$ cat src/rtl/mdio_pkg.sv
package mdio_pkg;

    localparam int FRAME_BITS = 64;
    localparam int IDX_W      = 6;
    localparam int TA_POS     = 46;
    localparam int DATA_POS   = 48;

    typedef struct packed {
        logic        busy;
        logic        enable;
        logic [1:0]  spare_hi;
        logic        rd;
        logic        spare_lo;
        logic [4:0]  phy;
        logic [4:0]  regad;
        logic [15:0] data;
    } ctl_word_t;

endpackage

$ cat src/rtl/mdio_clk_div.sv
module mdio_clk_div #(
    parameter int HALF_DIV = 2
) (
    input  logic clk,
    input  logic rst_n,
    input  logic run,
    output logic mdc,
    output logic rise_evt,
    output logic fall_evt
);
    localparam int CW = (HALF_DIV > 1) ? $clog2(HALF_DIV) : 1;

    typedef struct packed {
        logic [CW-1:0] cnt;
        logic          mdc;
    } div_st_t;

    div_st_t st_d, st_q;
    logic    wrap;

    always_comb begin
        st_d = st_q;
        wrap = run && (st_q.cnt == CW'(HALF_DIV - 1));
        if (!run) begin
            st_d.cnt = '0;
            st_d.mdc = 1'b0;
        end else if (wrap) begin
            st_d.cnt = '0;
            st_d.mdc = ~st_q.mdc;
        end else begin
            st_d.cnt = st_q.cnt + 1'b1;
        end
        rise_evt = wrap && !st_q.mdc;
        fall_evt = wrap && st_q.mdc;
    end

    always_ff @(posedge clk or negedge rst_n) begin
        if (!rst_n) st_q <= '0;
        else        st_q <= st_d;
    end

    assign mdc = st_q.mdc;


    mdc_gate_chk: assert property (@(posedge clk) disable iff (!rst_n)
        $rose(mdc) |-> $past(run));

endmodule

$ cat src/rtl/mdio_frame_seq.sv
module mdio_frame_seq
    import mdio_pkg::*;
#(
    parameter int HALF_DIV = 2
) (
    input  logic        clk,
    input  logic        rst_n,
    input  logic        start,
    input  logic        start_rd,
    input  logic [4:0]  start_phy,
    input  logic [4:0]  start_reg,
    input  logic [15:0] start_wdata,
    input  logic        rise_evt,
    input  logic        fall_evt,
    input  logic        mdio_i,
    output logic        active,
    output logic        done,
    output logic [15:0] rdata,
    output logic        mdio_o,
    output logic        mdio_oe
);
    localparam int FRAME_CYC = 2 * HALF_DIV * FRAME_BITS;

    typedef struct packed {
        logic                  active;
        logic                  rd;
        logic [IDX_W-1:0]      idx;
        logic [FRAME_BITS-1:0] sh;
        logic [15:0]           rdata;
    } seq_st_t;

    seq_st_t st_d, st_q;

    always_comb begin
        st_d = st_q;
        done = st_q.active && fall_evt && (st_q.idx == IDX_W'(FRAME_BITS - 1));
        if (start) begin
            st_d.active = 1'b1;
            st_d.rd     = start_rd;
            st_d.idx    = '0;
            st_d.rdata  = '0;
            st_d.sh     = {32'hFFFF_FFFF, 2'b01,
                           start_rd ? 2'b10 : 2'b01,
                           start_phy, start_reg,
                           start_rd ? 2'b11 : 2'b10,
                           start_rd ? 16'h0000 : start_wdata};
        end else if (st_q.active) begin
            if (rise_evt && st_q.rd && (st_q.idx >= IDX_W'(DATA_POS)))
                st_d.rdata = {st_q.rdata[14:0], mdio_i};
            if (done) begin
                st_d.active = 1'b0;
            end else if (fall_evt) begin
                st_d.idx = st_q.idx + 1'b1;
                st_d.sh  = {st_q.sh[FRAME_BITS-2:0], 1'b1};
            end
        end
    end

    always_ff @(posedge clk or negedge rst_n) begin
        if (!rst_n) st_q <= '0;
        else        st_q <= st_d;
    end

    assign active  = st_q.active;
    assign rdata   = st_q.rdata;
    assign mdio_oe = st_q.active && (!st_q.rd || (st_q.idx < IDX_W'(TA_POS)));
    assign mdio_o  = st_q.active && st_q.sh[FRAME_BITS-1];

    // frame length counter for checking only
    int len_q;
    always_ff @(posedge clk or negedge rst_n) begin
        if (!rst_n)                  len_q <= 0;
        else if (!st_q.active)       len_q <= 0;
        else                         len_q <= len_q + 1;
    end


    frame_len_chk: assert property (@(posedge clk) disable iff (!rst_n)
        done |-> (len_q == FRAME_CYC - 1));


    oe_start_chk: assert property (@(posedge clk) disable iff (!rst_n)
        $rose(mdio_oe) |-> $rose(active));


    mdio_hold_chk: assert property (@(posedge clk) disable iff (!rst_n)
        (active && $past(active) && !$past(fall_evt)) |-> $stable(mdio_o));

endmodule

$ cat src/rtl/mdio_ctl_master.sv
module mdio_ctl_master
    import mdio_pkg::*;
#(
    parameter int HALF_DIV = 2,
    parameter int NUM_PHYS = 5
) (
    input  logic        clk,
    input  logic        rst_n,
    input  logic        ctl_wr,
    input  logic [31:0] ctl_wdata,
    output logic [31:0] ctl_rdata,
    output logic        mdc,
    input  logic        mdio_i,
    output logic        mdio_o,
    output logic        mdio_oe
);
    ctl_word_t   ctl_d, ctl_q;
    ctl_word_t   wr_word;
    logic        accept;
    logic        start;
    logic        seq_active;
    logic        seq_done;
    logic [15:0] seq_rdata;
    logic        rise_evt;
    logic        fall_evt;

    assign wr_word = ctl_word_t'(ctl_wdata);

    always_comb begin
        ctl_d  = ctl_q;
        accept = ctl_wr && !ctl_q.busy;
        start  = accept && wr_word.busy && wr_word.enable &&
                 (32'(wr_word.phy) < NUM_PHYS);
        if (accept) begin
            ctl_d = wr_word;
        end else if (ctl_q.busy) begin
            if (seq_done) begin
                ctl_d.busy = 1'b0;
                if (ctl_q.rd) ctl_d.data = seq_rdata;
            end else if (!seq_active) begin
                ctl_d.busy = 1'b0;
                if (ctl_q.enable && ctl_q.rd && (32'(ctl_q.phy) >= NUM_PHYS))
                    ctl_d.data = 16'hFFFF;
            end
        end
    end

    always_ff @(posedge clk or negedge rst_n) begin
        if (!rst_n) ctl_q <= '0;
        else        ctl_q <= ctl_d;
    end

    assign ctl_rdata = ctl_q;

    mdio_clk_div #(.HALF_DIV(HALF_DIV)) div_i (
        .clk      (clk),
        .rst_n    (rst_n),
        .run      (seq_active),
        .mdc      (mdc),
        .rise_evt (rise_evt),
        .fall_evt (fall_evt)
    );

    mdio_frame_seq #(.HALF_DIV(HALF_DIV)) seq_i (
        .clk         (clk),
        .rst_n       (rst_n),
        .start       (start),
        .start_rd    (wr_word.rd),
        .start_phy   (wr_word.phy),
        .start_reg   (wr_word.regad),
        .start_wdata (wr_word.data),
        .rise_evt    (rise_evt),
        .fall_evt    (fall_evt),
        .mdio_i      (mdio_i),
        .active      (seq_active),
        .done        (seq_done),
        .rdata       (seq_rdata),
        .mdio_o      (mdio_o),
        .mdio_oe     (mdio_oe)
    );


    busy_hold_chk: assert property (@(posedge clk) disable iff (!rst_n)
        (ctl_q.busy && seq_active && !seq_done) |=> $stable(ctl_q));


    busy_clear_chk: assert property (@(posedge clk) disable iff (!rst_n)
        $fell(ctl_q.busy) |-> ($past(seq_done) || !$past(seq_active)));


    mdc_idle_chk: assert property (@(posedge clk) disable iff (!rst_n)
        !seq_active |-> !mdc);

endmodule

$ cat config.mk
export PLATFORM = sky130hd
export DESIGN_NAME = mdio_ctl_master
export DESIGN_NICKNAME = d
export VERILOG_FILES = /design/src/rtl/mdio_pkg.sv /design/src/rtl/mdio_clk_div.sv /design/src/rtl/mdio_frame_seq.sv /design/src/rtl/mdio_ctl_master.sv
export SDC_FILE = /design/constraint.sdc
export NUM_CORES = 1
export LEC_CHECK = 0
export ABC_AREA = 0
export BUFFER_PORTS_ARGS = -buffer_cell sky130_fd_sc_hd__buf_2
export CORE_MARGIN = 4
export CORE_UTILIZATION = 40
export DETAILED_ROUTE_END_ITERATION = 8
export HOLD_SLACK_MARGIN = 0.06
export SYNTH_ARGS = -nofsm -noshare
export SYNTH_HDL_FRONTEND = slang
export SYNTH_SLANG_ARGS = --single-unit
$ cat constraint.sdc
create_clock -name clk -period 3.86 [get_ports clk]
set_input_delay 0.386 -clock clk [delete_from_list [all_inputs] [get_ports clk]]
set_output_delay 0.386 -clock clk [all_outputs]
set_load 0.005 [all_outputs]
==> results.sh <==
export IMPL_post_cts_buffers=0
export IMPL_drc_errors=0
export IMPL_synth_edff_count=0
export IMPL_yosysSeqAreaShare=0.5994
export IMPL_synth_area_mux_share=0.03341
export IMPL_max_stage_delay_ps=550
export IMPL_criticalPathCategory="register to register"
export IMPL_async_flop_share=1.000
export IMPL_timing_critical_path_cells="or4b_4, or3_1, buf_4, nand2_4, o211ai_1"
export IMPL_hold_viol_final=0
export IMPL_grt_max_degree=79
export IMPL_layout_commonest_cell="dfrtp_1"
export IMPL_r2r_cells=5
export IMPL_power_w=0.004907
export IMPL_wl_per_cell_um=16.31
export IMPL_synth_top_flop_cell="dfrtp_1"
export IMPL_drt_iter0_drc=256
export IMPL_cp_max_fo=45
export IMPL_synth_compound_area_share=0.1634
export IMPL_synthAdderAreaFrac=0.002456
export IMPL_outcome="complete, no violations"
export IMPL_dp_hpwl_um=7727
export IMPL_viasPerCell=5.388
export IMPL_drtPass1Iterations=5
export IMPL_worstMarginPinSlew_ps=1210
export IMPL_antenna_found_initial=0
export IMPL_grt_pass1_vias=3834
export IMPL_cts_max_path_buffers=2
export IMPL_leakage_nw=2.674
export IMPL_min_period_over_period=0.6046
export IMPL_ys_seq_elements=122
export IMPL_grt_pass1_wl_um=19510
export IMPL_cts_tree="done"
export IMPL_die_area_mm2=0.01460
export IMPL_h_tree_depth=4
export IMPL_die_x_um=120.8
export IMPL_gr_total_overflow=0
export IMPL_rsz0062_at_grt="no"
export IMPL_final_cell_mix="122 x dfrtp_1, 83 x nand2_1, 69 x buf_2"
export IMPL_diodes=0
export IMPL_ys_warn_count=0
export IMPL_fillers=1124
export IMPL_insertion_delay_ps=400
export IMPL_reg2reg_slack_ps=1530
export IMPL_place_area_mm2=0.005583
export IMPL_maxSlewViolCount=0
export IMPL_irDropWorstVdd_mv=0.3274
export IMPL_die_h_um=120.8
export IMPL_synth_area_mm2=0.005094
export IMPL_drive_gt1_frac=0.2179
export IMPL_setup_tns_final_ps=0
export IMPL_areaGrowthSynthToFinish_pct=21.96
export IMPL_slowest_stage="or4b_4"
export IMPL_row_count=40
export IMPL_synthCells=467
export IMPL_synthSimpleGateAreaFrac=0.1523
export IMPL_ios=71
export IMPL_synthXorXnorAreaFrac=0.003439
export IMPL_min_period_ps=2334
export IMPL_port_buffers=70
export IMPL_wirelength_um=11640
export IMPL_syn_area_per_cell_um2=10.91
export IMPL_cts_num_sinks=122
export IMPL_fin_area_mm2=0.006212
export IMPL_coreArea_mm2=0.01226
export IMPL_timing_rr_end="seq_i.st_q[28]"
export IMPL_vias=3847
export IMPL_gp_congestion=0.7351
export IMPL_finalSetupViolations=0
export IMPL_clk_pin_slew_ps=50
export IMPL_worstSetupEndpoint="seq_i.st_q[28]"
export IMPL_synth_top_family_by_area="compound AO/OA/AOI/OAI gates"
export IMPL_crit_path_end_kind="register"
export IMPL_start_util=0.4154
export IMPL_hold_class="input port to async pin"
export IMPL_ys_types=38
export IMPL_clock_skew_ps=6.427
export IMPL_fmax_mhz=428.5
export IMPL_track_usage=0.1678
export IMPL_nets=571
export IMPL_slew_headroom=0.1932
export IMPL_maxCapViolCount=0
export IMPL_required_ps=4120
export IMPL_place_inst=683
export IMPL_ctsResizeCount=0
export IMPL_cts_hold_buf=0
export IMPL_power_density_mw_per_mm2=789.9
export IMPL_crit_start="ctl_rdata[31]"
export IMPL_crit_arrival_ps=2600
export IMPL_cts_root_buffer_cell="clkbuf_16"
export IMPL_timing_rr_start="ctl_rdata[31]"
export IMPL_synth_nets=504
export IMPL_cts_buffers=17
export IMPL_final_cell_count_no_fill=714
export IMPL_startpoint_type="register"
export IMPL_ant_nets=0
-- cell type report --
cell class                 count  area, um^2  area share
tap                          168       210.2     0.03384
sequential                   122        3053      0.4914
clock inverter                 7       137.6     0.02216
inverter                      12       45.04    0.007251
multi-input combinational    301        1834      0.2953
timing repair buffer          80       440.4     0.07090
clock buffer                  24       491.7     0.07915
-- worst max-delay path, delay by kind of cell (launching register included) --
kind / cells / cell delay, ps
and+or+nand+nor: 3 / 1280
AOI/OAI and AO/OA: 1 / 150
DFF: 1 / 450
buffers and inverters: 1 / 280
-- per-stage QoR --
step	utilization	hold WS [ps]	setup slack, ps
after global routing	0.5066	188.7	1370
after floorplan	-	90.41	1966
after global placement	0.4553	453.1	1502
after detailed placement	0.4553	459.0	1462
final	0.5066	163.3	1526
after CTS	0.5066	162.7	1503
-- logic make-up (layout without fill, tap and decap cells) --
group	Yosys count	count (layout)
XOR/XNOR	2	2
AO/OA/AOI/OAI	111	111
adder cells (fa/ha/maj)	1	1
multiplexers	17	17
flip-flops	122	122
AND/OR/NAND/NOR	170	170
buffers and inverters	44	123
-- worst min-delay path by stage --
stage	slack, ps	endpoint	depth (start not counted)
3_3_place_gp	450	ctl_rdata[26]	2
2_1_floorplan	90	ctl_rdata[0]	0
5_1_grt	190	ctl_rdata[24]	3
3_5_place_dp	460	ctl_rdata[20]	2
4_1_cts	160	ctl_rdata[26]	3
6_report	160	ctl_rdata[4]	1
-- sequential cells by signal, summed over array words and instances (netlist names) --
name and count:
ctl_rdata 32, seq_i.st_q 71, div_i.st_q 1, seq_i.rdata 16, div_i.mdc 1, seq_i.active 1
-- routing by layer --
metal	vias up	part of all wire	GRT usage
li1	1818	-	-
met1	1913	0.47	0.2328
met2	107	0.47	0.2567
met3	9	0.051	0.04256
met4	0	0.0076	0.05878
met5	-	0	0
-- cells in the mapped netlist (8+ instances only) --
cell	instances	area, um^2
o211ai_1	11	82.58
o21ai_1	9	45.04
dfrtp_1	122	3053
nor2_1	27	101.4
a32oi_1	8	70.07
nand3_1	43	215.2
clkbuf_1	9	33.78
o22a_1	34	297.8
o21ai_0	19	95.09
buf_2	8	40.04
a221oi_1	16	140.1
mux2i_1	17	170.2
inv_1	12	45.04
nand2_1	83	311.6
buf_4	11	82.58
-- report_power, final --
| part | total, W | internal, W | switching (W) | leakage [nW] |
|---|---|---|---|---|
| sequential | 0.00208 | 0.00175 | 0.000326 | 1.40 |
| combinational | 0.00116 | 0.000513 | 0.000646 | 0.969 |
| clock | 0.00167 | 0.00114 | 0.000527 | 0.306 |
| total | 0.00491 | 0.00341 | 0.00150 | 2.67 |
No activity file was read; power rests on OpenSTA's default activity.
